`config.mk`:
```
export PLATFORM = sky130hd
export DESIGN_NAME = mp_uart_rx
export DESIGN_NICKNAME = d
export VERILOG_FILES = /design/src/rtl/mp_uart_rx_pkg.sv /design/src/rtl/mp_uart_rx_sync.sv /design/src/rtl/mp_uart_rx_ctrl.sv /design/src/rtl/mp_uart_rx_shreg.sv /design/src/rtl/mp_uart_rx_out.sv /design/src/rtl/mp_uart_rx.sv
export SDC_FILE = /design/constraint.sdc
export NUM_CORES = 1
export LEC_CHECK = 0
export CAP_MARGIN = 15
export CORE_MARGIN = 3
export CORE_UTILIZATION = 53
export DETAILED_ROUTE_END_ITERATION = 7
export PLACE_DENSITY = 0.77
export SLEW_MARGIN = 20
export SYNTH_ARGS = -nofsm -noshare
export SYNTH_HDL_FRONTEND = slang
export SYNTH_SLANG_ARGS = --single-unit
export TNS_END_PERCENT = 30
```
`constraint.sdc`:
```
create_clock -name clk_i -period 2.2 [get_ports clk_i]
set_clock_uncertainty 0.1 [all_clocks]
set_input_delay 0.44 -clock clk_i [delete_from_list [all_inputs] [get_ports clk_i]]
set_output_delay 0.44 -clock clk_i [all_outputs]
set_load 0.02 [all_outputs]
```
`src/rtl/mp_uart_rx_pkg.sv`:
```
package mp_uart_rx_pkg;
  typedef enum logic [1:0] {
    ST_IDLE,
    ST_START,
    ST_DATA,
    ST_WAIT
  } rx_state_e;
endpackage

```
`src/rtl/mp_uart_rx_sync.sv`:
```
module mp_uart_rx_sync (
  input  logic clk_i,
  input  logic rst_ni,
  input  logic rx_i,
  output logic rx_s_o,
  output logic fall_o
);
  logic meta_q, sync_q, prev_q;

  always_ff @(posedge clk_i or negedge rst_ni) begin
    if (!rst_ni) begin
      meta_q <= 1'b1;
      sync_q <= 1'b1;
      prev_q <= 1'b1;
    end else begin
      meta_q <= rx_i;
      sync_q <= meta_q;
      prev_q <= sync_q;
    end
  end

  assign rx_s_o = sync_q;
  assign fall_o = prev_q & ~sync_q;
endmodule

```
`src/rtl/mp_uart_rx_ctrl.sv`:
```
module mp_uart_rx_ctrl
  import mp_uart_rx_pkg::*;
#(
  parameter int unsigned OVS = 16
) (
  input  logic clk_i,
  input  logic rst_ni,
  input  logic tick_i,
  input  logic fall_i,
  input  logic rx_i,
  input  logic nine_bit_i,
  input  logic marker_i,
  output logic preload_o,
  output logic shift_o,
  output logic final_o
);
  localparam int unsigned CNT_W = $clog2(OVS);
  localparam int unsigned MID   = OVS / 2;

  rx_state_e         state_q, state_d;
  logic [CNT_W-1:0]  cnt_q, cnt_d;
  logic              nine_q, nine_d;
  logic [CNT_W-1:0]  wait_last;

  // nine-bit: a full bit after the ninth bit (mid-stop); eight-bit: to end of stop
  assign wait_last = nine_q ? CNT_W'(OVS - 1) : CNT_W'(MID - 1);

  always_comb begin
    state_d   = state_q;
    cnt_d     = cnt_q;
    nine_d    = nine_q;
    preload_o = 1'b0;
    shift_o   = 1'b0;
    final_o   = 1'b0;
    unique case (state_q)
      ST_IDLE: begin
        if (fall_i) begin
          state_d = ST_START;
          cnt_d   = '0;
          nine_d  = nine_bit_i;
        end
      end
      ST_START: begin
        if (tick_i) begin
          if (cnt_q == CNT_W'(MID - 1)) begin
            cnt_d = '0;
            if (rx_i) begin
              state_d = ST_IDLE;       // false start
            end else begin
              state_d   = ST_DATA;
              preload_o = 1'b1;
            end
          end else begin
            cnt_d = cnt_q + 1'b1;
          end
        end
      end
      ST_DATA: begin
        if (tick_i) begin
          if (cnt_q == CNT_W'(OVS - 1)) begin
            cnt_d = '0;
            if (!marker_i) begin
              final_o = 1'b1;
              state_d = ST_WAIT;
            end else begin
              shift_o = 1'b1;
            end
          end else begin
            cnt_d = cnt_q + 1'b1;
          end
        end
      end
      ST_WAIT: begin
        if (tick_i) begin
          if (cnt_q == wait_last) begin
            cnt_d   = '0;
            state_d = ST_IDLE;
          end else begin
            cnt_d = cnt_q + 1'b1;
          end
        end
      end
      default: state_d = ST_IDLE;
    endcase
  end

  always_ff @(posedge clk_i or negedge rst_ni) begin
    if (!rst_ni) begin
      state_q <= ST_IDLE;
      cnt_q   <= '0;
      nine_q  <= 1'b0;
    end else begin
      state_q <= state_d;
      cnt_q   <= cnt_d;
      nine_q  <= nine_d;
    end
  end
endmodule

```
`src/rtl/mp_uart_rx_shreg.sv`:
```
module mp_uart_rx_shreg #(
  parameter int unsigned DATA_W = 8
) (
  input  logic              clk_i,
  input  logic              rst_ni,
  input  logic              preload_i,
  input  logic              shift_i,
  input  logic              bit_i,
  output logic              marker_o,
  output logic [DATA_W-1:0] byte_o
);
  localparam int unsigned SR_W = DATA_W + 1;

  logic [SR_W-1:0] sr_q;

  // start bit (0) enters below a field of ones; it reaches the top after DATA_W shifts
  always_ff @(posedge clk_i or negedge rst_ni) begin
    if (!rst_ni) begin
      sr_q <= '1;
    end else if (preload_i) begin
      sr_q <= {{DATA_W{1'b1}}, 1'b0};
    end else if (shift_i) begin
      sr_q <= {sr_q[SR_W-2:0], bit_i};
    end
  end

  assign marker_o = sr_q[SR_W-1];

  // first bit received sits highest; it is the LSB of the byte
  for (genvar i = 0; i < DATA_W; i++) begin : g_rev
    assign byte_o[i] = sr_q[DATA_W-1-i];
  end
endmodule

```
`src/rtl/mp_uart_rx_out.sv`:
```
module mp_uart_rx_out #(
  parameter int unsigned DATA_W = 8
) (
  input  logic              clk_i,
  input  logic              rst_ni,
  input  logic              final_i,
  input  logic              bit_i,
  input  logic [DATA_W-1:0] byte_i,
  input  logic              mp_en_i,
  input  logic              clr_i,
  output logic [DATA_W-1:0] data_o,
  output logic              bit9_o,
  output logic              rdy_o
);
  logic load;

  assign load = final_i & ~rdy_o & (~mp_en_i | bit_i);

  always_ff @(posedge clk_i or negedge rst_ni) begin
    if (!rst_ni) begin
      data_o <= '0;
      bit9_o <= 1'b0;
      rdy_o  <= 1'b0;
    end else if (load) begin
      data_o <= byte_i;
      bit9_o <= bit_i;
      rdy_o  <= 1'b1;
    end else if (clr_i) begin
      rdy_o  <= 1'b0;
    end
  end
endmodule

```
`src/rtl/mp_uart_rx.sv`:
```
module mp_uart_rx #(
  parameter int unsigned DATA_W = 8,
  parameter int unsigned OVS    = 16
) (
  input  logic              clk_i,
  input  logic              rst_ni,
  input  logic              rx_i,
  input  logic              tick_i,
  input  logic              nine_bit_i,
  input  logic              mp_en_i,
  input  logic              clr_rdy_i,
  output logic [DATA_W-1:0] data_o,
  output logic              bit9_o,
  output logic              rdy_o
);
  logic              rx_s, fall;
  logic              preload, shift, final_bit, marker;
  logic [DATA_W-1:0] byte_w;

  mp_uart_rx_sync u_sync (
    .clk_i  (clk_i),
    .rst_ni (rst_ni),
    .rx_i   (rx_i),
    .rx_s_o (rx_s),
    .fall_o (fall)
  );

  mp_uart_rx_ctrl #(.OVS(OVS)) u_ctrl (
    .clk_i      (clk_i),
    .rst_ni     (rst_ni),
    .tick_i     (tick_i),
    .fall_i     (fall),
    .rx_i       (rx_s),
    .nine_bit_i (nine_bit_i),
    .marker_i   (marker),
    .preload_o  (preload),
    .shift_o    (shift),
    .final_o    (final_bit)
  );

  mp_uart_rx_shreg #(.DATA_W(DATA_W)) u_shreg (
    .clk_i     (clk_i),
    .rst_ni    (rst_ni),
    .preload_i (preload),
    .shift_i   (shift),
    .bit_i     (rx_s),
    .marker_o  (marker),
    .byte_o    (byte_w)
  );

  mp_uart_rx_out #(.DATA_W(DATA_W)) u_out (
    .clk_i   (clk_i),
    .rst_ni  (rst_ni),
    .final_i (final_bit),
    .bit_i   (rx_s),
    .byte_i  (byte_w),
    .mp_en_i (mp_en_i),
    .clr_i   (clr_rdy_i),
    .data_o  (data_o),
    .bit9_o  (bit9_o),
    .rdy_o   (rdy_o)
  );
endmodule

```
# Yosys cells after proc, flatten, opt, wreduce, memory -nomap -nowiden
# Cells that the tools add are included.
# word_totals
reg_bits	29
input_bits	7
output_inout_bits	10
wordCells	73
# op_classes
n_addsub	1
eq_ne	14
n_mux	35
bitwise_logic	7
reduce_logical	6
# op_table
cell	count
$mux 4	8
$mux 2	9
$mux 9	2
$pmux 4 s4	1
$mux 1	14
$ne 2x2->1 const B	5
$pmux 2 s4	1
$reduce_and 8->1	1
$ne 2x1->1 const B	3
$add 4x1->4 const B	1
$eq 2x2->1 const B	2
$eq 4x3->1 const B	1
$eq 4x4->1	1
$eq 4x4->1 const B	1
$reduce_and 4->1	1
$reduce_bool 2->1	2
$and 1x1->1	3
$not 1->1	3
$eq 2x1->1 const B	1
$logic_not 2->1	1
$reduce_and 2->1	1
$or 1x1->1	1

# Longest topological paths before layout
# logic_depth
depth_word	7
depth_mapped	6

# Cells and area by module
# Synthesis repeated with hierarchy kept, for this count alone.
# hier_totals
cells_unflattened	110
hier_area_um2	1341.3
# modules_own_cells
mod	instances	cells_each	area_per_inst_um2	seq_area_each_um2
mp_uart_rx_ctrl	1	52	465.4	175.2
mp_uart_rx_out	1	25	396.6	250.2
mp_uart_rx_shreg	1	29	386.6	236.5
mp_uart_rx_sync	1	4	92.6	78.8

# Worst setup path before layout
# OpenSTA, ideal clock, no wires.
# synth_path
path_type	register to register
start	register u_ctrl.cnt_q[0]
end	register u_out.bit9_o
setup_time_ns	0.125
arrival_time_ns	1.602
required_time_ns	1.975
slack_ns	0.373
path_stages_with_launch	7
n_path_buf	1
period_less_slack_ns	1.827
cell_sequence	dfrtp_1 -> ha_1 -> and2_4 -> nand3_2 -> a2111o_1 -> buf_6 -> mux2_4
# synth_via
elab_chain_len	6
# synth_lines
item	line_no	rtl
from (decl)	mp_uart_rx_ctrl.sv:21	logic [CNT_W-1:0] cnt_q, cnt_d;
from (signal assigned)	mp_uart_rx_ctrl.sv:94	cnt_q <= cnt_d;
$eq 4x4->1	mp_uart_rx_ctrl.sv:60	if (cnt_q == CNT_W'(OVS - 1)) begin
$mux 1	mp_uart_rx_ctrl.sv:60	
$mux 1	mp_uart_rx_ctrl.sv:59	if (tick_i) begin
$mux 1	mp_uart_rx_ctrl.sv:35	unique case (state_q)
$and 1x1->1 (2 in a row)	mp_uart_rx_out.sv:17	assign load = final_i & ~rdy_o & (~mp_en_i | bit_i);
to (signal assigned)	mp_uart_rx_out.sv:26	bit9_o <= bit_i;
to (decl)	mp_uart_rx_out.sv:12	output logic bit9_o,
# No other way between the ends.
# A chain may end at the register's enable or synchronous reset.

# Final worst setup path
# layout_path
start	register u_ctrl.cnt_q[0]
end	register u_out.data_o[7]
# layout_via
elab_chain_len	6
# layout_lines
item	line_no	rtl
$eq 4x4->1	mp_uart_rx_ctrl.sv:60	
$mux 1	mp_uart_rx_ctrl.sv:60	
$mux 1	mp_uart_rx_ctrl.sv:59	
$mux 1	mp_uart_rx_ctrl.sv:35	
$and 1x1->1 (2 in a row)	mp_uart_rx_out.sv:17	
to (signal assigned)	mp_uart_rx_out.sv:25	data_o <= byte_i;
to (decl)	mp_uart_rx_out.sv:11	output logic [DATA_W-1:0] data_o,
# No other way between the ends.

==> flow_metrics.tcl <==
set metrics [dict create \
    initial_core_util 0.571 \
    status "finished, final reports clean" \
    via_per_inst 5.41 \
    irDropWorstVdd_v 0.000760 \
    die_w_um 55.5 \
    yosys_warnings 0 \
    clkPwrFrac 0.201 \
    ys_types 33 \
    slew_violations 0 \
    wirelength_um 2360 \
    switching_share 0.315 \
    clk_latency_ps 320 \
    hold_class "register to register" \
    avgRoutedWirePerCell_um 14.6 \
    cts.sinks 29 \
    pwr-share-seq 0.572 \
    ys_ff_latch 29 \
    async_flop_share 1.00 \
    syn2layout_area_growth_pct 20.5 \
    antenna_left 0 \
    dieArea_um2 3080 \
    grt_start_max_net_pins 30 \
    worstMarginPinSlew_ps 535 \
    diodes 0 \
    coreArea_um2 2280 \
    ctsResizeCount 0 \
    fmax_mhz 500 \
    synth_area_leaders "dfrtp_1 (33%), dfstp_2 (24%), mux2_4 (10%), o21ai_0 (3.5%), mux2i_1 (3.1%)" \
    postCtsSetupRepairBufs 0 \
    drt-pass1-iter-count 4 \
    synth_edf_count 0 \
    cp-start-kind "register" \
    dieHeight_um 55.5 \
    drtIter0Drc 9 \
    place.gp.congestion 0.845 \
    mappedNetlistArea_um2 1300 \
    post-route-util 0.688 \
    nets 141 \
    fp-row-count 17 \
    required_ps 2310 \
    netlist.area_leader.share 0.327 \
    cts-root-buf "clkbuf_4" \
    min_period_ps 2000 \
    grt_pass1_vias 834 \
    final.setup.tns_ps 0 \
    ys_seq_area_frac 0.570 \
    critPathMaxFanout 10 \
    drc 0 \
    cts_tree "done" \
    synth_top_cell_by_area "dfrtp_1" \
    syn_nets 115 \
    slew_headroom 0.638 \
    drive_above_1_share 0.293 \
    port_buffers 16 \
    cp.arrival_ps 2110 \
    avgSynthCellArea_um2 12.1 \
    rsz0062_at_grt "false" \
    cts_made_buffers 5 \
    hpwlAfterDp_um 1710 \
    pwr_density_cell_nw_per_um2 911 \
    synthCells 107 \
    hold_viol 0 \
    cts_max_level 2 \
    vias 871 \
    clockBufferDepth 2 \
    yosys_most_used_dff "dfrtp_1" \
    io_pins 17 \
    grt_pass1_wl_um 4020 \
    grt-ovfl-total 0 \
    power.switching_mw 0.450 \
    critPathKind "register to register" \
    comb_power_share 0.228 \
    leakage_nw 0.761 \
    dp.cells 154 \
    layoutNonFillerInstCount 161 \
    cts-hold-fix-buffers 0 \
    end_kind "register" \
    path_clk_slew_ps 80 \
    period_share 0.908 \
    setup_viol_count_final 0 \
    p_int_mw 0.977 \
    antenna_found_initial 0 \
    drv_cap 0 \
    grt_usage 0.175 \
]
==> layer usage <==
| metal | GRT usage | routed length (um) |
|---|---|---|
| met2 | 0.250 | 1070 |
| met4 | 0.104 | 72 |
| met1 | 0.221 | 1090 |
| met5 | 0 | 0 |
| met3 | 0.0701 | 128 |
==> registers in the layout (all words and copies together) (netlist names), named ones only <==
name and flops:
u_ctrl.nine_q 1, u_shreg.sr_q 9, u_sync.prev_q 1, u_sync.meta_q 1, u_out.rdy_o 1, u_out.data_o 8, u_sync.rx_s_o 1, u_out.bit9_o 1
u_ctrl.cnt_q 4, u_ctrl.state_q 1
==> cells in the final DEF (no fill, tap or decap), drive strengths merged, types with 2 or more instances in the layout <==
master	count
a211oi	2
a21oi	2
a31oi	3
and2	2
buf	6
clkbuf	6
clkdlybuf4s50	16
dfrtp	17
dfstp	12
inv	8
mux2	10
mux2i	4
nand2	10
nand2b	3
nand3	4
nor2	4
o21ai	9
==> cell families (layout without fill, tap and decap cells) <==
family | after synthesis | after routing | share of synthesized area
adder cells (fa/ha/maj) | 1 | 1 | 0.00962
flip-flops | 29 | 29 | 0.570
buffers and inverters | 11 | 37 | 0.0385
XOR/XNOR | 2 | 2 | 0.0135
multiplexers | 14 | 14 | 0.143
AND/OR/NAND/NOR | 30 | 30 | 0.128
AO/OA/AOI/OAI | 20 | 20 | 0.0972
==> worst paths after layout <==
check	end	slack (ps)	depth (start not counted)	start
setup / recovery	u_out.data_o[7]$_DFFE_PN0P_	200	6	u_ctrl.cnt_q[0]$_DFFE_PN0P_
setup reg to reg	u_out.data_o[7]$_DFFE_PN0P_	200	6	u_ctrl.cnt_q[0]$_DFFE_PN0P_
max in group asynchronous	u_sync.rx_s_o$_DFF_PN1_	1300	2	rst_ni
hold reg to reg	u_sync.rx_s_o$_DFF_PN1_	260	0	u_sync.meta_q$_DFF_PN1_
hold / removal	u_sync.rx_s_o$_DFF_PN1_	260	0	u_sync.meta_q$_DFF_PN1_
min in group asynchronous	u_ctrl.cnt_q[3]$_DFFE_PN0P_	380	2	rst_ni
==> through the flow <==
| step | total power [mW] | area [um2] | worst slack [ps] | hold WS [ps] |
|---|---|---|---|---|
| global placement | 1.12 | 1520 | -55.0 | 250 |
| global route | 1.53 | 1570 | 106 | 271 |
| CTS | 1.44 | 1570 | 198 | 263 |
| floorplan | 1.03 | 1300 | 373 | 44.4 |
| detailed placement | 1.15 | 1520 | -77.1 | 251 |
| finish | 1.43 | 1570 | 202 | 261 |
==> Yosys cell counts, types with 3 or more instances <==
master,instances
dfstp_2,12
nor2_1,4
nand3_1,3
dfrtp_1,17
mux2_4,9
nand2_1,10
mux2i_1,4
o21ai_0,9
a31oi_1,3
nand2b_1,3
inv_1,8
==> cell type report <==
class	count	area [um2]
inverter	8	30.0
fill	171	709
clock inverter	1	5.00
multi-input combinational	67	509
tap	28	35.0
timing repair buffer	22	205
clock buffer	6	41.3
sequential	29	741
==> critical path, cell delays in order, from the launching register on <==
cell,delay (ps)
dfrtp_1,400
ha_1,230
and2_4,190
nand3_2,70
a2111o_1,380
buf_4,200
mux2_4,310
==> power by group through the flow <==
stage                     Sequential (mW)  Clock [mW]  Combinational (mW)
final                               0.816       0.286               0.325
after global routing                0.837       0.329               0.367
after CTS                           0.815       0.298               0.330
after detailed placement            0.824           0               0.329
after global placement              0.814           0               0.310
after floorplan                     0.785           0               0.247
No activity file was read; power rests on OpenSTA's default activity.
